--- src/rtl/pab_pkg.sv ---
package pab_pkg;

    // Error flag machine states
    typedef enum logic [0:0] {
        ST_CLEAR   = 1'b0,   // flag high, no error pending
        ST_STRETCH = 1'b1    // flag low, hold counter running
    } err_state_e;

    localparam int unsigned DEF_DATA_W   = 14;
    localparam int unsigned DEF_HOLD_CYC = 2;

endpackage

--- src/rtl/pab_capture.sv ---
module pab_capture #(
    parameter int unsigned DATA_W = 14
) (
    input  logic              clk,
    input  logic              rst_n,
    input  logic              load,
    input  logic [DATA_W-1:0] din,
    output logic [DATA_W-1:0] q
);

    always_ff @(posedge clk or negedge rst_n) begin
        if (!rst_n) begin
            q <= '0;
        end else if (load) begin
            q <= din;
        end
    end

endmodule

--- src/rtl/pab_parity_pipe.sv ---
module pab_parity_pipe #(
    parameter int unsigned DATA_W = 14
) (
    input  logic              clk,
    input  logic              rst_n,
    input  logic              load,
    input  logic [DATA_W-1:0] din,
    input  logic              par_in,
    output logic              ppo,
    output logic              hit
);

    // XOR fold of the data word, built as a chain
    logic [DATA_W:0] fold;
    assign fold[0] = 1'b0;
    for (genvar gi = 0; gi < DATA_W; gi++) begin : g_fold
        assign fold[gi+1] = fold[gi] ^ din[gi];
    end

    // Stage 1: word parity, marked valid only for captured words
    logic s1_vld, s1_par;
    // Stage 2: word parity merged with the late parity bit
    logic s2_vld, s2_par;
    // Stage 3: partial parity output register
    logic ppo_q;

    always_ff @(posedge clk or negedge rst_n) begin
        if (!rst_n) begin
            s1_vld <= 1'b0;
            s1_par <= 1'b0;
        end else begin
            s1_vld <= load;
            if (load) begin
                s1_par <= fold[DATA_W];
            end
        end
    end

    always_ff @(posedge clk or negedge rst_n) begin
        if (!rst_n) begin
            s2_vld <= 1'b0;
            s2_par <= 1'b0;
        end else begin
            s2_vld <= s1_vld;
            if (s1_vld) begin
                s2_par <= s1_par ^ par_in;
            end
        end
    end

    always_ff @(posedge clk or negedge rst_n) begin
        if (!rst_n) begin
            ppo_q <= 1'b0;
        end else if (s2_vld) begin
            ppo_q <= s2_par;
        end
    end

    assign ppo = ppo_q;
    assign hit = s2_vld & s2_par;

endmodule

--- src/rtl/pab_err_fsm.sv ---
module pab_err_fsm
    import pab_pkg::*;
#(
    parameter int unsigned HOLD_CYC = 2
) (
    input  logic clk,
    input  logic rst_n,
    input  logic hit,
    output logic err_n
);

    localparam int unsigned CNT_W  = (HOLD_CYC > 2) ? $clog2(HOLD_CYC) : 1;
    localparam logic [CNT_W-1:0] RELOAD = CNT_W'(HOLD_CYC - 1);

    err_state_e       state_q, state_d;
    logic [CNT_W-1:0] cnt_q, cnt_d;

    // State register
    always_ff @(posedge clk or negedge rst_n) begin
        if (!rst_n) begin
            state_q <= ST_CLEAR;
            cnt_q   <= '0;
        end else begin
            state_q <= state_d;
            cnt_q   <= cnt_d;
        end
    end

    // Transitions: hit, rehit, expire
    always_comb begin
        state_d = state_q;
        cnt_d   = cnt_q;
        unique case (state_q)
            ST_CLEAR: begin
                if (hit) begin
                    state_d = ST_STRETCH;
                    cnt_d   = RELOAD;
                end
            end
            ST_STRETCH: begin
                if (hit) begin
                    cnt_d = RELOAD;
                end else if (cnt_q == '0) begin
                    state_d = ST_CLEAR;
                end else begin
                    cnt_d = cnt_q - 1'b1;
                end
            end
            default: begin
                state_d = ST_CLEAR;
                cnt_d   = '0;
            end
        endcase
    end

    // Outputs
    always_comb begin
        err_n = (state_q != ST_STRETCH);
    end

endmodule

--- src/rtl/parity_addr_buffer.sv ---
module parity_addr_buffer
    import pab_pkg::*;
#(
    parameter int unsigned DATA_W   = DEF_DATA_W,
    parameter int unsigned HOLD_CYC = DEF_HOLD_CYC
) (
    input  logic              clk,
    input  logic              rst_n,
    input  logic              sel0_n,
    input  logic              sel1_n,
    input  logic [DATA_W-1:0] addr_i,
    input  logic              par_i,
    output logic [DATA_W-1:0] addr_q,
    output logic              ppar_o,
    output logic              err_n
);

    logic load;
    logic hit;

    assign load = ~(sel0_n & sel1_n);

    pab_capture #(.DATA_W(DATA_W)) u_cap (
        .clk   (clk),
        .rst_n (rst_n),
        .load  (load),
        .din   (addr_i),
        .q     (addr_q)
    );

    pab_parity_pipe #(.DATA_W(DATA_W)) u_par (
        .clk    (clk),
        .rst_n  (rst_n),
        .load   (load),
        .din    (addr_i),
        .par_in (par_i),
        .ppo    (ppar_o),
        .hit    (hit)
    );

    pab_err_fsm #(.HOLD_CYC(HOLD_CYC)) u_fsm (
        .clk   (clk),
        .rst_n (rst_n),
        .hit   (hit),
        .err_n (err_n)
    );

endmodule

--- config.mk ---
export PLATFORM = sky130hd
export DESIGN_NAME = parity_addr_buffer
export DESIGN_NICKNAME = d
export VERILOG_FILES = /design/src/rtl/pab_pkg.sv /design/src/rtl/pab_capture.sv /design/src/rtl/pab_parity_pipe.sv /design/src/rtl/pab_err_fsm.sv /design/src/rtl/parity_addr_buffer.sv
export SDC_FILE = /design/constraint.sdc
export NUM_CORES = 1
export LEC_CHECK = 0
export ABC_AREA = 1
export BUFFER_PORTS_ARGS = -buffer_cell sky130_fd_sc_hd__buf_4
export CAP_MARGIN = 20
export CORE_MARGIN = 10
export CORE_UTILIZATION = 35
export CTS_BUF_LIST = sky130_fd_sc_hd__clkbuf_8
export CTS_CLUSTER_SIZE = 30
export DETAILED_ROUTE_END_ITERATION = 6
export GPL_TIMING_DRIVEN = 0
export PLACE_DENSITY = 0.63
export SLEW_MARGIN = 20
export SYNTH_ARGS = -nofsm -noshare
export SYNTH_HDL_FRONTEND = slang
export SYNTH_SLANG_ARGS = --single-unit
export TNS_END_PERCENT = 5
--- constraint.sdc ---
create_clock -name clk -period 0.8 [get_ports clk]
set_clock_uncertainty 0.15 [all_clocks]
set_input_delay 0.16 -clock clk [delete_from_list [all_inputs] [get_ports clk]]
set_output_delay 0.16 -clock clk [all_outputs]
set_load 0.01 [all_outputs]
==> insert_results.sql, run 1 <==
INSERT INTO impl_metrics (metric_group, metric, value, unit) VALUES
('routing', 'met3_length', '174', 'µm'),
('clocking', 'ctsRootBufferMaster', 'clkbuf_8', ''),
('timing', 'finalHoldViolations', '2', ''),
('place', 'routabilityCongestion', '0.743', ''),
('routing', 'detail-route-antenna-nets', '0', ''),
('floorplanning', 'starting_density_of_the_core', '0.365', ''),
('logic_synthesis', 'yosysSeqAreaShare', '0.527', ''),
('layout', 'fillCellCount', '274', ''),
('routing', 'drt-initial-drc-count', '41', ''),
('routing', 'dr.max_layer_used', 'met3', ''),
('clocking', 'worst_setup_hold_path_clk_slew', '0.08', 'ns'),
('pwr', 'leakage', '0.000803', 'µW'),
('routing', 'wirelength_met1', '1050', 'µm'),
('layout', 'total_non_filler_cell_area_in_the_finished_layout', '1450', 'µm²'),
('timing', 'setup_failing_eps_final', '21', ''),
('setup_path', 'cp-startpoint', 'u_fsm.state_q', ''),
('grt', 'grt_pass1_vias', '972', ''),
('grt', 'antenna_found_initial', '0', ''),
('clocking', 'tritoncts', 'built', ''),
('floorplanning', 'floorplan.core_area', '2730', 'µm²'),
('timing', 'max_clock_freq', '893', 'MHz'),
('logic_synthesis', 'synthesis.area', '997', 'µm²'),
('grt', 'grt_max_degree', '22', ''),
('timing', 'tightest_slew', '0.266', 'ns'),
('place', 'post-place-ws', '-0.389', 'ns'),
('job', 'maxCapViolations', '0', ''),
('clocking', 'cts_max_path_buffers', '2', ''),
('floorplanning', 'fp.dieH', '73.4', 'µm'),
('logic_synthesis', 'yosysWarningCount', '0', ''),
('grt', 'grt_first_pass_wirelength', '4110', 'µm'),
('pwr', 'power_density', '1910', 'nW/µm²'),
('status', 'outcome', 'finished with violations', ''),
('routing', 'detailroute.wirelength.met2', '1090', 'µm'),
('timing', 'grt_setup_unrepaired', 'true', ''),
('timing', 'fin_crit', '1.12', 'ns'),
('layout', 'drive_gt1_frac', '0.326', ''),
('timing', 'drv_slew', '0', ''),
('timing', 'setup-tns-final', '-4.96', 'ns'),
('timing', 'finalHoldWorstSlack', '-0.0600', 'ns'),
('routing', 'post_drt_via_cell_ratio', '4.49', ''),
('layout', 'layout.nets', '195', ''),
('routing', 'vias', '925', ''),
('setup_path', 'reg2reg_from', 'u_par.s1_par', ''),
('timing', 'max-slew-margin-rel', '0.823', ''),
('grt', 'gr-usage-all-layers', '0.0923', ''),
('routing', 'drt_first_pass_iters', '4', ''),
('routing', 'detail_route.drc_violations', '0', ''),
('setup_path', 'critPathMaxFanout', '2', ''),
('logic_synthesis', 'syn_avg_cell_area', '7.44', 'µm²'),
('grt', 'global_route.overflow_total', '0', ''),
('routing', 'wire_per_inst', '11.2', 'µm'),
('floorplanning', 'fp.dieW', '73.4', 'µm'),
('place', 'i_o_buffers', '34', ''),
('setup_path', 'crit_path_start_kind', 'flop', ''),
('pwr', 'vdd_ir_max', '1320', 'µV'),
('floorplanning', 'rows', '19', ''),
('logic_synthesis', 'synth.distinct_cells', '14', ''),
('logic_synthesis', 'syn-instance-count', '134', ''),
('floorplanning', 'die_area', '5380', 'µm²'),
('setup_path', 'cp.required', '0.49', 'ns'),
('setup_path', 'path_class', 'flop to output pin', ''),
('timing', 'final_critical_path_setup_slack', '-0.320', 'ns'),
('place', 'detailed_place.area', '1290', 'µm²'),
('routing', 'route.final.wire_length', '2320', 'µm'),
('floorplanning', 'boundaryPins', '35', ''),
('setup_path', 'critical_path_end_type', 'output pin', ''),
('setup_path', 'worst_endpoint_data_arrival_time', '0.81', 'ns'),
('clocking', 'clk_latency', '0.26', 'ns'),
('layout', 'insertedDiodeCount', '0', ''),
('place', 'dp.final_hpwl', '1840', 'µm'),
('layout', 'post-route-util', '0.530', ''),
('logic_synthesis', 'synth_nets', '153', ''),
('layout', 'syn_to_final_growth', '45.2', '%'),
('timing', 'final_clock_period_utilization_by_the_worst_path', '1.40', ''),
('clocking', 'cts_max_level', '1', ''),
('clocking', 'postCtsHoldBufs', '1', ''),
('min_path', 'worst_min_delay_path_startpoint', 'sel1_n', ''),
('logic_synthesis', 'synth-seq-cells', '21', ''),
('clocking', 'clkSinkCount', '21', ''),
('clocking', 'cts-buffers-inserted', '3', ''),
('status', 'failed_checks', 'hold timing, setup timing', ''),
('min_path', 'worst_hold_path_type', 'input pin to flop', '');
## layout make-up
type                       count  area [µm²]  share of cell area
sequential                    21         526               0.363
multi-input combinational     89         393               0.271
timing repair buffer          37         340               0.235
inverter                      22        85.1              0.0588
clock buffer                   3        41.3              0.0285
tap                           31        38.8              0.0268
buffer                         2        18.8              0.0130
clock inverter                 1        5.00             0.00346
## metal layers
| metal | GRT usage | vias to the layer above |
|---|---|---|
| met5 | 0 | - |
| met4 | 0.0124 | 0 |
| met3 | 0.0350 | 0 |
| met2 | 0.160 | 24 |
| met1 | 0.108 | 412 |
| li1 | - | 489 |
## timing repair
item | 4_1_cts | 5_1_grt
endpoints found under the hold margin | 23 | 2
cloned | 0 | 0
gates resized for setup | 25 | 9
pin swaps | 0 | 9
buffers inserted | 0 | 2
endpoints found under the setup margin | 35 | 32
## where the power goes
part	internal, µW	switching [µW]
sequential	1200	92.7
clock	346	348
combinational	419	356
## placed cells by master, fill, tap and decap left out
| cell type | count |
|---|---|
| nor2_2 | 2 |
| nand2_2 | 3 |
| buf_4 | 21 |
| inv_4 | 1 |
| nand3b_1 | 1 |
| nand3_1 | 4 |
| nand2_4 | 1 |
| clkinv_2 | 1 |
| clkbuf_8 | 3 |
| dlygate4sd3_1 | 1 |
| buf_6 | 17 |
| nor2_1 | 5 |
| o21ai_2 | 1 |
| xnor2_1 | 1 |
| o21ai_1 | 15 |
| a21oi_1 | 1 |
| inv_1 | 14 |
| nand2_1 | 55 |
| inv_2 | 7 |
| dfrtp_1 | 21 |
## Yosys cell counts
cell,count,share of area
nand3_1,4,0.020
o21ai_0,8,0.040
nand3b_1,1,0.0075
buf_2,2,0.010
o21ai_1,8,0.040
dfrtp_1,21,0.53
nand2_1,56,0.21
nand2_2,3,0.019
nor2_1,6,0.023
xnor2_1,1,0.0088
nor2_2,1,0.0063
a21oi_1,1,0.0050
inv_1,16,0.060
inv_2,6,0.023
## logic make-up after synthesis
kind of cell,synth area share
AO/OA/AOI/OAI,0.0853
AND/OR/NAND/NOR,0.286
buffers and inverters,0.0928
flip-flops,0.527
XOR/XNOR,0.00878
## state kept, by name (all words and copies together) (netlist names)
name / cells
u_cap.q: 14
u_fsm.cnt_q: 1
u_fsm.state_q: 1
u_par.ppo: 1
u_par.s1_par: 1
u_par.s1_vld: 1
u_par.s2_par: 1
u_par.s2_vld: 1
## through the flow
| step | hold slack, ns | total power [µW] | std cells |
|---|---|---|---|
| CTS | -0.0379 | 2710 | 204 |
| global placement | -0.0891 | 1900 | 199 |
| detailed placement | -0.0860 | 1920 | 199 |
| global route | -0.0607 | 2940 | 206 |
| floorplan | -0.286 | 1600 | 134 |
| finish | -0.0600 | 2770 | 206 |
## path summary, 6_finish.rpt
check,to,slack [ns],depth (start not counted)
hold reg to reg,u_par.s2_vld,0.25,0
setup reg to reg,u_par.s2_par,-0.07,2
max in group asynchronous,u_cap.q[2],0.12,2
setup / recovery,err_n,-0.32,2
hold / removal,u_par.s1_vld,-0.06,2
min in group asynchronous,u_par.s1_par,0.17,2
## critical path: stages, from the launching register on
cell	delay, ns
dfrtp_1	0.40
inv_2	0.07
buf_6	0.09
(Power assumes the default switching activity.)
==> run 2, diff against run 1 <==
- CORE_MARGIN: 10 -> unset
==> run 2 against run 1 <==
Effect of this change: the flow still finishes with violations (hold timing, setup timing); register-to-register slack worse by 0.13 ns; combinational power fell by 1%; flip-flop and latch count is the same; die area decreased by 43%; total power is 1.8% lower; critical path depth stayed put; via count rose by 2.1%; global-route usage grew 5.3 points; sequential power barely moved; hold slack better by 0.032 ns; critical endpoint unchanged.
==> insert_results.sql, run 2 (synthesis results as in run 1) <==
INSERT INTO impl_metrics (metric_group, metric, value, unit) VALUES
('status', 'outcome', 'finished with violations', ''),
('status', 'failed_checks', 'hold timing, setup timing', ''),
('floorplanning', 'starting_density_of_the_core', '0.385', ''),
('grt', 'grt_max_degree', '22', ''),
('setup_path', 'critical_path_end_type', 'output pin', ''),
('routing', 'route.final.wire_length', '2120', 'µm'),
('layout', 'total_non_filler_cell_area_in_the_finished_layout', '1440', 'µm²'),
('floorplanning', 'fp.dieW', '55.4', 'µm'),
('floorplanning', 'rows', '18', ''),
('setup_path', 'critPathMaxFanout', '2', ''),
('routing', 'drt-initial-drc-count', '13', ''),
('timing', 'setup_failing_eps_final', '19', ''),
('setup_path', 'path_class', 'flop to output pin', ''),
('pwr', 'leakage', '0.000805', 'µW'),
('layout', 'multi_input_comb_area', '393', 'µm²'),
('timing', 'drv_slew', '0', ''),
('job', 'maxCapViolations', '0', ''),
('setup_path', 'crit_path_start_kind', 'flop', ''),
('routing', 'detail-route-antenna-nets', '0', ''),
('clocking', 'cts_max_path_buffers', '2', ''),
('layout', 'final_common_cell', 'nand2_1', ''),
('clocking', 'cts_max_level', '1', ''),
('clocking', 'cts-buffers-inserted', '3', ''),
('timing', 'fin_crit', '1.11', 'ns'),
('clocking', 'ctsRootBufferMaster', 'clkbuf_8', ''),
('floorplanning', 'floorplan.core_area', '2590', 'µm²'),
('timing', 'final_critical_path_setup_slack', '-0.313', 'ns'),
('place', 'post-place-ws', '-0.417', 'ns'),
('place', 'i_o_buffers', '34', ''),
('timing', 'max-slew-margin-rel', '0.827', ''),
('layout', 'drive_gt1_frac', '0.314', ''),
('timing', 'grt_setup_unrepaired', 'true', ''),
('floorplanning', 'die_area', '3070', 'µm²'),
('clocking', 'clkSinkCount', '21', ''),
('routing', 'post_drt_via_cell_ratio', '4.60', ''),
('timing', 'final_clock_period_utilization_by_the_worst_path', '1.39', ''),
('layout', 'insertedDiodeCount', '0', ''),
('floorplanning', 'boundaryPins', '35', ''),
('timing', 'max_clock_freq', '899', 'MHz'),
('timing', 'finalHoldViolations', '2', ''),
('clocking', 'tritoncts', 'built', ''),
('place', 'detailed_place.area', '1290', 'µm²'),
('layout', 'fillCellCount', '261', ''),
('layout', 'largest_register', 'u_cap.q', ''),
('layout', 'layout.nets', '195', ''),
('pwr', 'vdd_ir_max', '1810', 'µV'),
('place', 'routabilityCongestion', '0.675', ''),
('clocking', 'clk_latency', '0.25', 'ns'),
('min_path', 'worst_hold_path_type', 'input pin to flop', ''),
('layout', 'largest_register_ffs', '14', ''),
('grt', 'grt_first_pass_wirelength', '3620', 'µm'),
('layout', 'regArea', '526', 'µm²'),
('timing', 'tightest_slew', '0.260', 'ns'),
('clocking', 'postCtsHoldBufs', '1', ''),
('routing', 'vias', '944', ''),
('clocking', 'worst_setup_hold_path_clk_slew', '0.07', 'ns'),
('grt', 'grt_pass1_vias', '878', ''),
('floorplanning', 'fp.dieH', '55.4', 'µm'),
('layout', 'layout_common_cells', '55 x nand2_1, 22 x buf_4, 21 x dfrtp_1, 16 x inv_1, 16 x buf_6', ''),
('place', 'dp.final_hpwl', '1650', 'µm'),
('timing', 'finalHoldWorstSlack', '-0.0280', 'ns'),
('grt', 'antenna_found_initial', '0', ''),
('routing', 'wire_per_inst', '10.3', 'µm'),
('grt', 'gr-usage-all-layers', '0.145', ''),
('pwr', 'power_density', '1880', 'nW/µm²'),
('grt', 'global_route.overflow_total', '0', ''),
('setup_path', 'cp.required', '0.49', 'ns'),
('layout', 'syn_to_final_growth', '44.5', '%'),
('routing', 'detail_route.drc_violations', '0', ''),
('setup_path', 'worst_endpoint_data_arrival_time', '0.80', 'ns'),
('routing', 'drt_first_pass_iters', '4', '');
run 2: critical path: stages, from the launching register on:
cell	delay, ns
dfrtp_1	0.40
inv_2	0.07
buf_6	0.09
run 2: area by class of cell:
class / instances / area share
clock buffers: 3 / 0.0286
well taps: 30 / 0.0260
multi-input cells: 89 / 0.273
repair buffers: 37 / 0.236
clock inverters: 1 / 0.00260
plain buffers: 2 / 0.0104
flip-flops and latches: 21 / 0.365
inverters: 22 / 0.0590
run 2: routing by layer:
metal	share of wire	vias up	global-route usage	wire length, µm
met5	0	-	0	0
met3	0.052	0	0.0492	111
li1	-	485	-	-
met4	0	0	0.0107	0
met1	0.42	436	0.177	895
met2	0.52	23	0.258	1110
run 2: final timing paths:
check	start	end	slack, ns	cells after the start
max reg2reg	u_fsm.state_q	u_fsm.state_q	-0.20	4
max in group asynchronous	rst_n	u_par.s2_par	0.11	2
min reg2reg	u_par.s1_vld	u_par.s2_vld	0.27	0
min	sel1_n	u_par.s1_vld	-0.03	2
max	u_fsm.state_q	err_n	-0.31	2
min in group asynchronous	rst_n	u_cap.q[1]	0.18	2
run 2: per-stage QoR:
stage	utilization	std cells	total power, µW	hold WS, ns	setup TNS [ns]
2_1_floorplan	-	134	1600	-0.286	-0.879
3_3_place_gp	0.498	198	1880	-0.0976	-4.52
3_5_place_dp	0.498	198	1910	-0.0943	-4.95
4_1_cts	0.550	205	2730	-0.0545	-5.14
5_1_grt	0.557	205	2880	-0.0388	-5.76
6_report	0.557	205	2720	-0.0280	-4.94
run 2: timing repair:
action / 4_1_cts / 5_1_grt
pin swaps: 0 / 8
buffers inserted: 2 / 0
setup endpoints to repair: 35 / 30
endpoints found under the hold margin: 23 / 2
gates resized for setup: 23 / 6
run 2: power by group:
part	internal (µW)	switching (µW)	leakage [µW]
sequential	1200	96.8	0.000245
clock	341	308	0.0000269
combinational	418	347	0.000533
total	1960	752	0.000805
==> run 3, diff against run 2 <==
- GPL_ROUTABILITY_DRIVEN: unset -> 0
- clock period: 0.8 -> 1 ns (I/O delays scaled with it)
==> run 3 against run 2 <==
Effect of this change: the flow finishes with violations (setup timing); final area did not move; clock power shrank 20%; die area unchanged; non-clock buffer count is 2 higher; hold slack better by 0.046 ns; sequential share of layout area did not move; via count up 0.32%; largest cell class unchanged.
==> insert_results.sql, run 3 (synthesis results as in run 1) <==
INSERT INTO impl_metrics (metric_group, metric, value, unit) VALUES
('status', 'outcome', 'finished with violations', ''),
('status', 'failed_checks', 'setup timing', ''),
('routing', 'drt_first_pass_iters', '4', ''),
('setup_path', 'crit_path_start_kind', 'flop', ''),
('place', 'i_o_buffers', '34', ''),
('layout', 'final_common_cell', 'nand2_1', ''),
('place', 'post-place-ws', '-0.257', 'ns'),
('layout', 'layout_common_cells', '56 x nand2_1, 21 x buf_4, 21 x dfrtp_1, 16 x inv_1, 16 x buf_6', ''),
('layout', 'drive_gt1_frac', '0.305', ''),
('layout', 'largest_register', 'u_cap.q', ''),
('timing', 'max-slew-margin-rel', '0.825', ''),
('grt', 'antenna_found_initial', '0', ''),
('routing', 'route.final.wire_length', '2110', 'µm'),
('timing', 'max_clock_freq', '870', 'MHz'),
('clocking', 'ctsRootBufferMaster', 'clkbuf_8', ''),
('pwr', 'total_power', '2180', 'µW'),
('timing', 'drv_slew', '0', ''),
('floorplanning', 'rows', '18', ''),
('pwr', 'vdd_ir_max', '1450', 'µV'),
('timing', 'tightest_slew', '0.263', 'ns'),
('pwr', 'leakage', '0.000807', 'µW'),
('place', 'detailed_place.area', '1290', 'µm²'),
('layout', 'stdcell_count', '207', ''),
('min_path', 'worst_hold_path_type', 'input pin to flop', ''),
('setup_path', 'cp.required', '0.65', 'ns'),
('grt', 'gr-usage-all-layers', '0.147', ''),
('timing', 'setup_failing_eps_final', '17', ''),
('layout', 'insertedDiodeCount', '0', ''),
('floorplanning', 'floorplan.core_area', '2590', 'µm²'),
('setup_path', 'critical_path_end_type', 'output pin', ''),
('pwr', 'power_density', '1510', 'nW/µm²'),
('routing', 'vias', '947', ''),
('floorplanning', 'boundaryPins', '35', ''),
('timing', 'final_clock_period_utilization_by_the_worst_path', '1.15', ''),
('layout', 'largest_register_ffs', '14', ''),
('timing', 'finalHoldViolations', '0', ''),
('timing', 'final_critical_path_setup_slack', '-0.149', 'ns'),
('setup_path', 'critPathMaxFanout', '2', ''),
('routing', 'drt-initial-drc-count', '12', ''),
('floorplanning', 'fp.dieW', '55.4', 'µm'),
('layout', 'layout.nets', '197', ''),
('routing', 'wire_per_inst', '10.2', 'µm'),
('grt', 'grt_first_pass_wirelength', '3690', 'µm'),
('routing', 'detail_route.drc_violations', '0', ''),
('clocking', 'tritoncts', 'built', ''),
('floorplanning', 'fp.dieH', '55.4', 'µm'),
('setup_path', 'reg2reg_from', 'u_fsm.state_q', ''),
('routing', 'detail-route-antenna-nets', '0', ''),
('clocking', 'cts_max_path_buffers', '2', ''),
('setup_path', 'timing.critical_path.slowest_cell_delay', '0.39', 'ns'),
('setup_path', 'cp-startpoint', 'u_fsm.state_q', ''),
('timing', 'grt_setup_unrepaired', 'true', ''),
('clocking', 'clk_latency', '0.25', 'ns'),
('job', 'maxCapViolations', '0', ''),
('grt', 'grt_max_degree', '22', ''),
('setup_path', 'critical-path-slowest-cell', 'dfrtp_1', ''),
('place', 'dpl_cells', '198', ''),
('routing', 'post_drt_via_cell_ratio', '4.57', ''),
('clocking', 'cts_max_level', '1', ''),
('grt', 'global_route.overflow_total', '0', ''),
('clocking', 'cts-buffers-inserted', '3', ''),
('timing', 'fin_crit', '1.15', 'ns'),
('clocking', 'worst_setup_hold_path_clk_slew', '0.07', 'ns'),
('timing', 'finalHoldWorstSlack', '0.0181', 'ns'),
('setup_path', 'path_class', 'flop to output pin', ''),
('floorplanning', 'die_area', '3070', 'µm²'),
('min_path', 'worst_min_delay_path_startpoint', 'addr_i[4]', ''),
('place', 'dp.final_hpwl', '1650', 'µm'),
('grt', 'grt_pass1_vias', '900', ''),
('setup_path', 'timing.critical_path.cells', 'inv_2, buf_6', ''),
('layout', 'total_non_filler_cell_area_in_the_finished_layout', '1440', 'µm²'),
('layout', 'syn_to_final_growth', '44.5', '%'),
('setup_path', 'worst_endpoint_data_arrival_time', '0.80', 'ns'),
('clocking', 'clkSinkCount', '21', ''),
('floorplanning', 'starting_density_of_the_core', '0.385', '');
==> run 3: changes by cell type in the layout (fill, tap and decap cells not counted) <==
cell / before / now
o21ai_0: 2 / 7
xnor2_1: 0 / 1
o21ai_1: 14 / 8
a21oi_2: 1 / 0
dlygate4sd3_1: 1 / 2
inv_4: 1 / 0
buf_4: 22 / 21
a21oi_1: 0 / 1
buf_2: 0 / 2
o21ai_2: 0 / 1
inv_2: 6 / 7
nand2_2: 4 / 3
xnor2_2: 1 / 0
nand2_1: 55 / 56
==> run 3: path summary, 6_finish.rpt <==
path | depth (start not counted) | endpoint | slack, ns
worst min register to register | 0 | u_par.s2_vld | 0.25
min in group asynchronous | 2 | u_cap.q[1] | 0.22
worst min-delay path | 3 | u_cap.q[4] | 0.02
max in group asynchronous | 2 | u_cap.q[12] | 0.27
worst max register to register | 5 | u_fsm.state_q | -0.09
worst max-delay path | 2 | err_n | -0.15
==> run 3: timing repair <==
action | CTS | global route
cloned | 0 | 0
buffers inserted | 3 | 0
endpoints found under the hold margin | 22 | 0
resized for setup | 19 | 0
pin swaps | 0 | 0
hold buffers | 2 | 0
endpoints found under the setup margin | 16 | 18
==> run 3: area by class of cell <==
type / count / area [µm²]
Buffer: 2 / 10.0
Clock buffer: 3 / 41.3
Clock inverter: 1 / 3.75
Fill cell: 262 / 1150
Inverter: 22 / 82.6
Multi-Input combinational cell: 89 / 383
Sequential cell: 21 / 526
Tap cell: 30 / 37.5
Timing Repair Buffer: 39 / 358
==> run 3: power breakdown <==
part	internal, µW	switching, µW	leakage, µW
registers	964	71.7	0.000245
clock network	273	246	0.0000269
logic	346	283	0.000535
total	1580	601	0.000807
==> run 3: worst max-delay path, delay by kind of cell (launching register included) <==
| kind | cells | cell delay [ns] |
|---|---|---|
| buf+inv | 2 | 0.16 |
| flops | 1 | 0.39 |
==> run 3: through the flow <==
stage | setup TNS (ns) | utilization
floorplan | -0.0348 | -
global placement | -1.88 | 0.498
detailed placement | -2.24 | 0.498
CTS | -2.25 | 0.557
global route | -2.71 | 0.557
finish | -2.04 | 0.557
==> run 3: routing by layer <==
layer  track usage  wire, µm  vias to the layer above
met5             0         0                        -
met4        0.0107         0                        0
met3        0.0492       118                        0
met2         0.262      1100                       25
met1         0.180       893                      433
li1              -         -                      489
